File: src/rtl/rf_pkg.sv
package rf_pkg;
  typedef enum logic [1:0] {
    RF_PLAIN = 2'd0,
    RF_FWD   = 2'd1,
    RF_BUF   = 2'd2
  } rf_mode_e;
endpackage

File: src/rtl/rf_storage.sv
// Register array: one synchronous write port, NRD asynchronous reads.
module rf_storage #(
  parameter int DATA_W = 32,
  parameter int NREG   = 32,
  parameter int NRD    = 2,
  localparam int ADDR_W = $clog2(NREG)
) (
  input  logic                          clk,
  input  logic                          rst,
  input  logic                          wr_en,
  input  logic [ADDR_W-1:0]             wr_addr,
  input  logic [DATA_W-1:0]             wr_data,
  input  logic [NRD-1:0][ADDR_W-1:0]    rd_addr,
  output logic [NRD-1:0][DATA_W-1:0]    rd_data
);
  logic [DATA_W-1:0] mem [NREG];

  always_ff @(posedge clk) begin
    if (rst) begin
      for (int i = 0; i < NREG; i++) mem[i] <= '0;
    end else if (wr_en && (wr_addr != '0)) begin
      mem[wr_addr] <= wr_data;
    end
  end

  for (genvar p = 0; p < NRD; p++) begin : g_rd
    assign rd_data[p] = mem[rd_addr[p]];
  end
endmodule

File: src/rtl/rf_wbuf.sv
// One-entry pending-write buffer, drained into the array one cycle later.
module rf_wbuf #(
  parameter int DATA_W = 32,
  parameter int ADDR_W = 5
) (
  input  logic              clk,
  input  logic              rst,
  input  logic              in_en,
  input  logic [ADDR_W-1:0] in_addr,
  input  logic [DATA_W-1:0] in_data,
  output logic              pend_vld,
  output logic [ADDR_W-1:0] pend_addr,
  output logic [DATA_W-1:0] pend_data
);
  always_ff @(posedge clk) begin
    if (rst) begin
      pend_vld  <= 1'b0;
      pend_addr <= '0;
      pend_data <= '0;
    end else begin
      pend_vld  <= in_en && (in_addr != '0);
      pend_addr <= in_addr;
      pend_data <= in_data;
    end
  end
endmodule

File: src/rtl/rf_read_port.sv
// One read port: incoming write, then pending buffer, then array.
module rf_read_port #(
  parameter int DATA_W = 32,
  parameter int ADDR_W = 5,
  parameter bit FWD_EN = 1'b1,
  parameter bit BUF_EN = 1'b0
) (
  input  logic [ADDR_W-1:0] rd_addr,
  input  logic [DATA_W-1:0] arr_data,
  input  logic              wr_en,
  input  logic [ADDR_W-1:0] wr_addr,
  input  logic [DATA_W-1:0] wr_data,
  input  logic              pend_vld,
  input  logic [ADDR_W-1:0] pend_addr,
  input  logic [DATA_W-1:0] pend_data,
  output logic [DATA_W-1:0] rd_data
);
  logic hit_wr, hit_pend;

  assign hit_wr   = FWD_EN && wr_en && (wr_addr == rd_addr);
  assign hit_pend = BUF_EN && pend_vld && (pend_addr == rd_addr);

  always_comb begin
    if (rd_addr == '0)  rd_data = '0;
    else if (hit_wr)    rd_data = wr_data;
    else if (hit_pend)  rd_data = pend_data;
    else                rd_data = arr_data;
  end
endmodule

File: src/rtl/bypass_regfile.sv
module bypass_regfile
  import rf_pkg::*;
#(
  parameter int       DATA_W = 32,
  parameter int       NREG   = 32,
  parameter rf_mode_e MODE   = RF_BUF,
  localparam int      ADDR_W = $clog2(NREG),
  localparam int      NRD    = 2,
  localparam bit      FWD_ON = (MODE != RF_PLAIN),
  localparam bit      BUF_ON = (MODE == RF_BUF)
) (
  input  logic              clk,
  input  logic              rst,
  input  logic              wr_en,
  input  logic [ADDR_W-1:0] wr_addr,
  input  logic [DATA_W-1:0] wr_data,
  input  logic [ADDR_W-1:0] rd_a_addr,
  output logic [DATA_W-1:0] rd_a_data,
  input  logic [ADDR_W-1:0] rd_b_addr,
  output logic [DATA_W-1:0] rd_b_data
);
  logic                       arr_we;
  logic [ADDR_W-1:0]          arr_wa;
  logic [DATA_W-1:0]          arr_wd;
  logic                       pend_vld;
  logic [ADDR_W-1:0]          pend_addr;
  logic [DATA_W-1:0]          pend_data;
  logic [NRD-1:0][ADDR_W-1:0] ra;
  logic [NRD-1:0][DATA_W-1:0] arr_rd;
  logic [NRD-1:0][DATA_W-1:0] rd;

  assign ra[0]     = rd_a_addr;
  assign ra[1]     = rd_b_addr;
  assign rd_a_data = rd[0];
  assign rd_b_data = rd[1];

  if (BUF_ON) begin : g_buf
    rf_wbuf #(.DATA_W(DATA_W), .ADDR_W(ADDR_W)) u_wbuf (
      .clk      (clk),
      .rst      (rst),
      .in_en    (wr_en),
      .in_addr  (wr_addr),
      .in_data  (wr_data),
      .pend_vld (pend_vld),
      .pend_addr(pend_addr),
      .pend_data(pend_data)
    );
    assign arr_we = pend_vld;
    assign arr_wa = pend_addr;
    assign arr_wd = pend_data;
  end else begin : g_direct
    assign pend_vld  = 1'b0;
    assign pend_addr = '0;
    assign pend_data = '0;
    assign arr_we    = wr_en;
    assign arr_wa    = wr_addr;
    assign arr_wd    = wr_data;
  end

  rf_storage #(.DATA_W(DATA_W), .NREG(NREG), .NRD(NRD)) u_store (
    .clk    (clk),
    .rst    (rst),
    .wr_en  (arr_we),
    .wr_addr(arr_wa),
    .wr_data(arr_wd),
    .rd_addr(ra),
    .rd_data(arr_rd)
  );

  for (genvar p = 0; p < NRD; p++) begin : g_port
    rf_read_port #(
      .DATA_W(DATA_W), .ADDR_W(ADDR_W), .FWD_EN(FWD_ON), .BUF_EN(BUF_ON)
    ) u_rp (
      .rd_addr  (ra[p]),
      .arr_data (arr_rd[p]),
      .wr_en    (wr_en),
      .wr_addr  (wr_addr),
      .wr_data  (wr_data),
      .pend_vld (pend_vld),
      .pend_addr(pend_addr),
      .pend_data(pend_data),
      .rd_data  (rd[p])
    );
  end
endmodule

File: config.mk
export PLATFORM = sky130hd
export DESIGN_NAME = bypass_regfile
export DESIGN_NICKNAME = d
export VERILOG_FILES = /design/src/rtl/rf_pkg.sv /design/src/rtl/rf_storage.sv /design/src/rtl/rf_wbuf.sv /design/src/rtl/rf_read_port.sv /design/src/rtl/bypass_regfile.sv
export SDC_FILE = /design/constraint.sdc
export NUM_CORES = 2
export LEC_CHECK = 0
export ABC_AREA = 1
export BUFFER_PORTS_ARGS = -buffer_cell sky130_fd_sc_hd__buf_2
export CORE_MARGIN = 2
export CORE_UTILIZATION = 39
export DETAILED_ROUTE_END_ITERATION = 7
export GPL_ROUTABILITY_DRIVEN = 0
export MAX_ROUTING_LAYER = met4
export PLACE_DENSITY = 0.62
export REMOVE_ABC_BUFFERS = 1
export SETUP_SLACK_MARGIN = 0.15
export SYNTH_ARGS = -nofsm -noshare
export SYNTH_HDL_FRONTEND = slang
export SYNTH_SLANG_ARGS = --single-unit
File: constraint.sdc
create_clock -name clk -period 6.3 [get_ports clk]
set_input_delay 1.26 -clock clk [delete_from_list [all_inputs] [get_ports clk]]
set_output_delay 1.26 -clock clk [all_outputs]
set_load 0.02 [all_outputs]
# --- Yosys cells after proc, flatten, opt, wreduce, memory -nomap -nowiden ---
# Memories as Yosys holds them, arrays and structs flattened.
# Cells that the tools add are included.
word_totals:
  elab_cells: 33
  input_bits: 50
  regBits: 38
  output_inout_bits: 64
  ramBits: 1024
  memories: 1
memory_table:
  columns: ["memory", "words", "width", "rd", "rd_ports_with_merged_regs", "write_ports", "line", "source"]
  rows:
  - ["u_store.mem", 32, 32, 2, 0, 32, "rf_storage.sv:16", "logic [DATA_W-1:0] mem [NREG];"]
op_classes:
  mux: 14
  n_reduce_logical: 11
  eq_ne: 4
op_table:
  columns: ["operator", "count"]
  rows:
  - ["$mux 32", 7]
  - ["$reduce_or 32->1", 1]
  - ["$eq 5x5->1", 4]
  - ["$logic_not 5->1", 2]
  - ["$reduce_bool 5->1", 2]
  - ["$logic_and 1x1->1", 6]
  - ["$mux 1", 6]
  - ["$mux 5", 1]

# --- Longest topological paths before layout ---
depth:
  depth_word: 7
  depth_mapped: 14
  ltp_nobuf: 9

# --- By module ---
# Synthesis repeated with hierarchy kept, for this count alone.
unflattened:
  cells_unflattened: 7910
  hier_area_um2: 60461.7
modules_own_cells:
  columns: ["module", "cells_each", "instances", "area_each_um2"]
  rows:
  - ["rf_storage", 7191, 1, 56634.3]
  - ["rf_read_port", 298, 2, 1361.3]
  - ["rf_wbuf", 123, 1, 1104.8]

# --- Worst setup path after synthesis ---
# Ideal clock, no wire load.
synth_timing:
  kind: "input port to output port"
  start: "input rd_b_addr[0]"
  end: "output rd_b_data[21]"
  stages: 11
  required_time_ns: 5.040
  path_slack_ns: 2.058
  t_arrival_ns: 2.982
  n_path_buf: 4
  path_cell_list: "buf_2 -> inv_1 -> buf_4 -> buf_2 -> o21ai_0 -> a21oi_1 -> nand3_1 -> clkbuf_1 -> nor2_1 -> nor2_1 -> a21oi_1"
synth_between:
  elab_chain_len: 5
  elab_cells_between_ends: 9
synth_lines:
  columns: ["element", "line", "source"]
  rows:
  - ["start: declaration", "bypass_regfile.sv:19", "input logic [ADDR_W-1:0] rd_b_addr,"]
  - ["branches (longest 4 deep; another with $mem_v2 32x32)", null, null]
  - ["$mux 32 (*)", "rf_read_port.sv:24", "if (rd_addr == '0) rd_data = '0;"]
  - ["end: declaration", "bypass_regfile.sv:20", "output logic [DATA_W-1:0] rd_b_data"]
# Every way passes the cells marked *.

# --- Worst setup path in the final report ---
layout_timing:
  start: "input rd_b_addr[0]"
  end: "output rd_b_data[30]"
# Same word-level chain as after synthesis.

==> run_results.csv <==
group,metric,value,unit
outcome,outcome,"finished with violations",
outcome,failed_checks,"capacitance limit",
global_routing,antenna_found_initial,13,
clocking,cts_setup_buffers,0,
critical_path,worstSetupPathType,"primary input to primary output",
sta,rsz0062_at_grt,"false",
logic_synthesis,ys_ff_latch,1062,
global_routing,grt_pass1_vias,51500,
clocking,clk_path_buf_depth,3,
placed_design,pre_cts_slack,0.5068,ns
cells_and_area,fin_util,43.30,%
power,pwr-share-seq,47.6,%
sta,slew_violations,0,
global_routing,grt_max_degree,155,
die,pin_count,114,
logic_synthesis,synth_area,0.05814,mm²
power,combPwrFrac,13.7,%
sta,period_share,98.20,%
logic_synthesis,synth-xor-area-share,0.01507,%
critical_path,cp.arrival,4.93,ns
power,p_int,0.01200,W
sta,setup_ws,0.1134,ns
sta,relSlewSlack,0.9337,%
logic_synthesis,synth-simple-area-share,33.30,%
logic_synthesis,synth_compound_area_share,7.296,%
critical_path,cp_max_fo,60,
die,rows,141,
worst_hold_path,hold_path_class,"primary input to register",
sta,fin_crit,6.187,ns
detailed_routing,post-route-drc-count,0,
placed_design,port_buffers,113,
critical_path,required,5.04,ns
logic_synthesis,syn_inst,7469,
logic_synthesis,syn_area_per_cell,7.784,µm²
power,p_leak,24.91,nW
critical_path,crit_path_top_delay_cell,"o21ai_0",
cells_and_area,fillers,14470,
flow_run,cap_violations,1,
logic_synthesis,synth-seq-area-share,54.20,%
power,irDropWorstVdd,0.2343,mV
logic_synthesis,synth_mux_area_share,0,%
cells_and_area,seq_area,0.03151,mm²
detailed_routing,wl_per_cell,26.41,µm
cells_and_area,fin_cells,9290,
die,core-area,0.1478,mm²
detailed_routing,vias,56340,
die,die_area,0.1522,mm²
critical_path,max_stage_delay,0.78,ns
power,p_per_area,263.4,mW/mm²
power,sw_frac_of_total,28.83,%
sta,finalHoldViolations,0,
power,p_total,0.01686,W
placed_design,placed_cells_incl_taps,9071,
sta,skew,0.03462,ns
sta,fmax,0.1616,GHz
clocking,cts_buffers,111,
sta,setup_viol,0,
cells_and_area,multi_input_area,0.02388,mm²
clocking,hold_buffers,0,
logic_synthesis,yosys_warnings,0,
cells_and_area,drive_gt1_share,6.905,%
clocking,path_clk_slew,0.06,ns
power,netSwitchingPower,0.004860,W
cells_and_area,area_delta_synth_final,10.11,%
clocking,cts_resized,0,
sta,worst_pin_slew,1.470,ns
logic_synthesis,synthAdderAreaFrac,0,%
detailed_routing,dr.pass1.iters,6,
die,die_w,390.1,µm
critical_path,cp_cell_sequence,"buf_8, inv_8, buf_4, o221ai_1, nor2_2, inv_1, buf_4, o21ai_0, a21oi_1, buf_4, buf_2",
power,p_clk_share,38.6,%
logic_synthesis,synth_top_family_by_area,"simple AND/OR/NAND/NOR gates",
clocking,clock_latency,0.78,ns
critical_path,path_delay_family,"buffers and inverters",
critical_path,end_kind,"primary output",
cells_and_area,nets,7304,
global_routing,gr-total-overflow,0,
detailed_routing,routed_via_density,6.065,
detailed_routing,wirelength,245300,µm
clocking,cts.sinks,1062,
detailed_routing,drtIter0Drc,9811,
critical_path,path_buf_inv,7,
detailed_routing,ant_nets,0,
placed_design,hpwl,145100,µm
global_routing,grt_pass1_wl,350900,µm
global_routing,grtUsageTotal,32.18,%
critical_path,worstSetupStartpointType,"primary input",
clocking,cts_tree,"yes",
clocking,h-tree-depth,3,
die,initial_core_util,39.32,%
die,fp.dieH,390.1,µm
logic_synthesis,netlist-cell-type-count,24,
critical_path,cpMostUsedCell,"buf_4",
clocking,cts_root_buf,"clkbuf_16",
-- routing by layer --
layer	global-route usage [%]	share of wire, %
met1	41.33	37
met2	45.24	41
met3	10.12	16
met4	16.99	6.2
met5	-	0
-- worst min-delay path, stage by stage --
cell and delay, ns:
buf_2 0.11, inv_1 0.04, nor2_1 0.03
-- layout make-up --
| cell class | instances | share of cell area (%) |
|---|---|---|
| multi-input combinational | 5682 | 37.30 |
| clock buffer | 142 | 4.583 |
| antenna | 18 | 0.07036 |
| tap | 1930 | 3.772 |
| inverter | 110 | 0.6939 |
| sequential | 1062 | 49.22 |
| clock inverter | 59 | 0.7720 |
| timing repair buffer | 287 | 3.589 |
-- Yosys cell counts (all sizes together) --
cell type | n | area [µm²]
conb | 1 | 3.750
inv | 106 | 397.9
nor3 | 11 | 55.05
clkinv | 4 | 15.01
o221ai | 2 | 17.52
nand3 | 883 | 4419
dfxtp | 38 | 760.7
and3 | 26 | 162.7
a21oi | 308 | 1541
nand2 | 2057 | 7721
o21ai | 460 | 2302
o311ai | 1 | 8.760
or2 | 21 | 131.4
nand4 | 1 | 6.260
nor2 | 1828 | 6862
clkbuf | 453 | 1700
o211ai | 42 | 315.3
edfxtp | 1024 | 30750
xor2 | 1 | 8.760
buf | 193 | 902.1
o22ai | 9 | 56.30
-- cell usage in the layout, fill, tap and decap left out, types with 91 or more instances in the layout --
master	netlist	layout
edfxtp_1	1024	1024
buf_2	139	105
nand3_1	883	880
nand2_1	2057	2025
a21oi_1	308	308
clkbuf_16	0	111
inv_1	105	91
o21ai_0	460	459
nor2_1	1828	1821
buf_4	1	148
-- worst paths after layout --
kind                                    end  cells after the start                 startpoint  slack [ns]
setup / recovery              rd_b_data[30]                     11               rd_b_addr[0]        0.11
hold / removal    g_buf.u_wbuf.pend_data[9]                      3                 wr_data[9]        0.70
setup reg to reg         u_store.mem[4][24]                      9  g_buf.u_wbuf.pend_addr[2]        2.38
hold reg to reg          u_store.mem[22][3]                      3  g_buf.u_wbuf.pend_data[3]        0.85
-- power by group through the flow --
stage               Sequential [W]  Clock [W]  Combinational [W]
floorplan                  0.00815          0            0.00112
global placement           0.00817          0            0.00219
detailed placement         0.00817          0            0.00220
CTS                        0.00803    0.00649            0.00220
global route               0.00805    0.00674            0.00240
finish                     0.00803    0.00651            0.00232
-- kinds of logic after synthesis --
| group | after synthesis |
|---|---|
| and+or+nand+nor | 4827 |
| DFF | 1062 |
| AOI/OAI and AO/OA | 822 |
| buffers and inverters | 756 |
| xor gates and xnor gates | 1 |
| other | 1 |
-- state kept, by name, indices dropped and copies added (netlist names) --
signal / count
u_store.mem: 1024
g_buf.u_wbuf.pend_addr: 5
g_buf.u_wbuf.pend_data: 32
g_buf.u_wbuf.pend_vld: 1
-- per-stage QoR --
| step | area [µm²] | hold slack, ns | TNS (ns) |
|---|---|---|---|
| 3_3_place_gp | 60540 | 0.8208 | 0 |
| 4_1_cts | 63970 | 0.6935 | 0 |
| 3_5_place_dp | 60540 | 0.8252 | 0 |
| 5_1_grt | 64000 | 0.7175 | 0 |
| 2_1_floorplan | 55650 | 0.8519 | -434.03 |
| 6_report | 64020 | 0.6996 | 0 |
(Power assumes the default switching activity.)
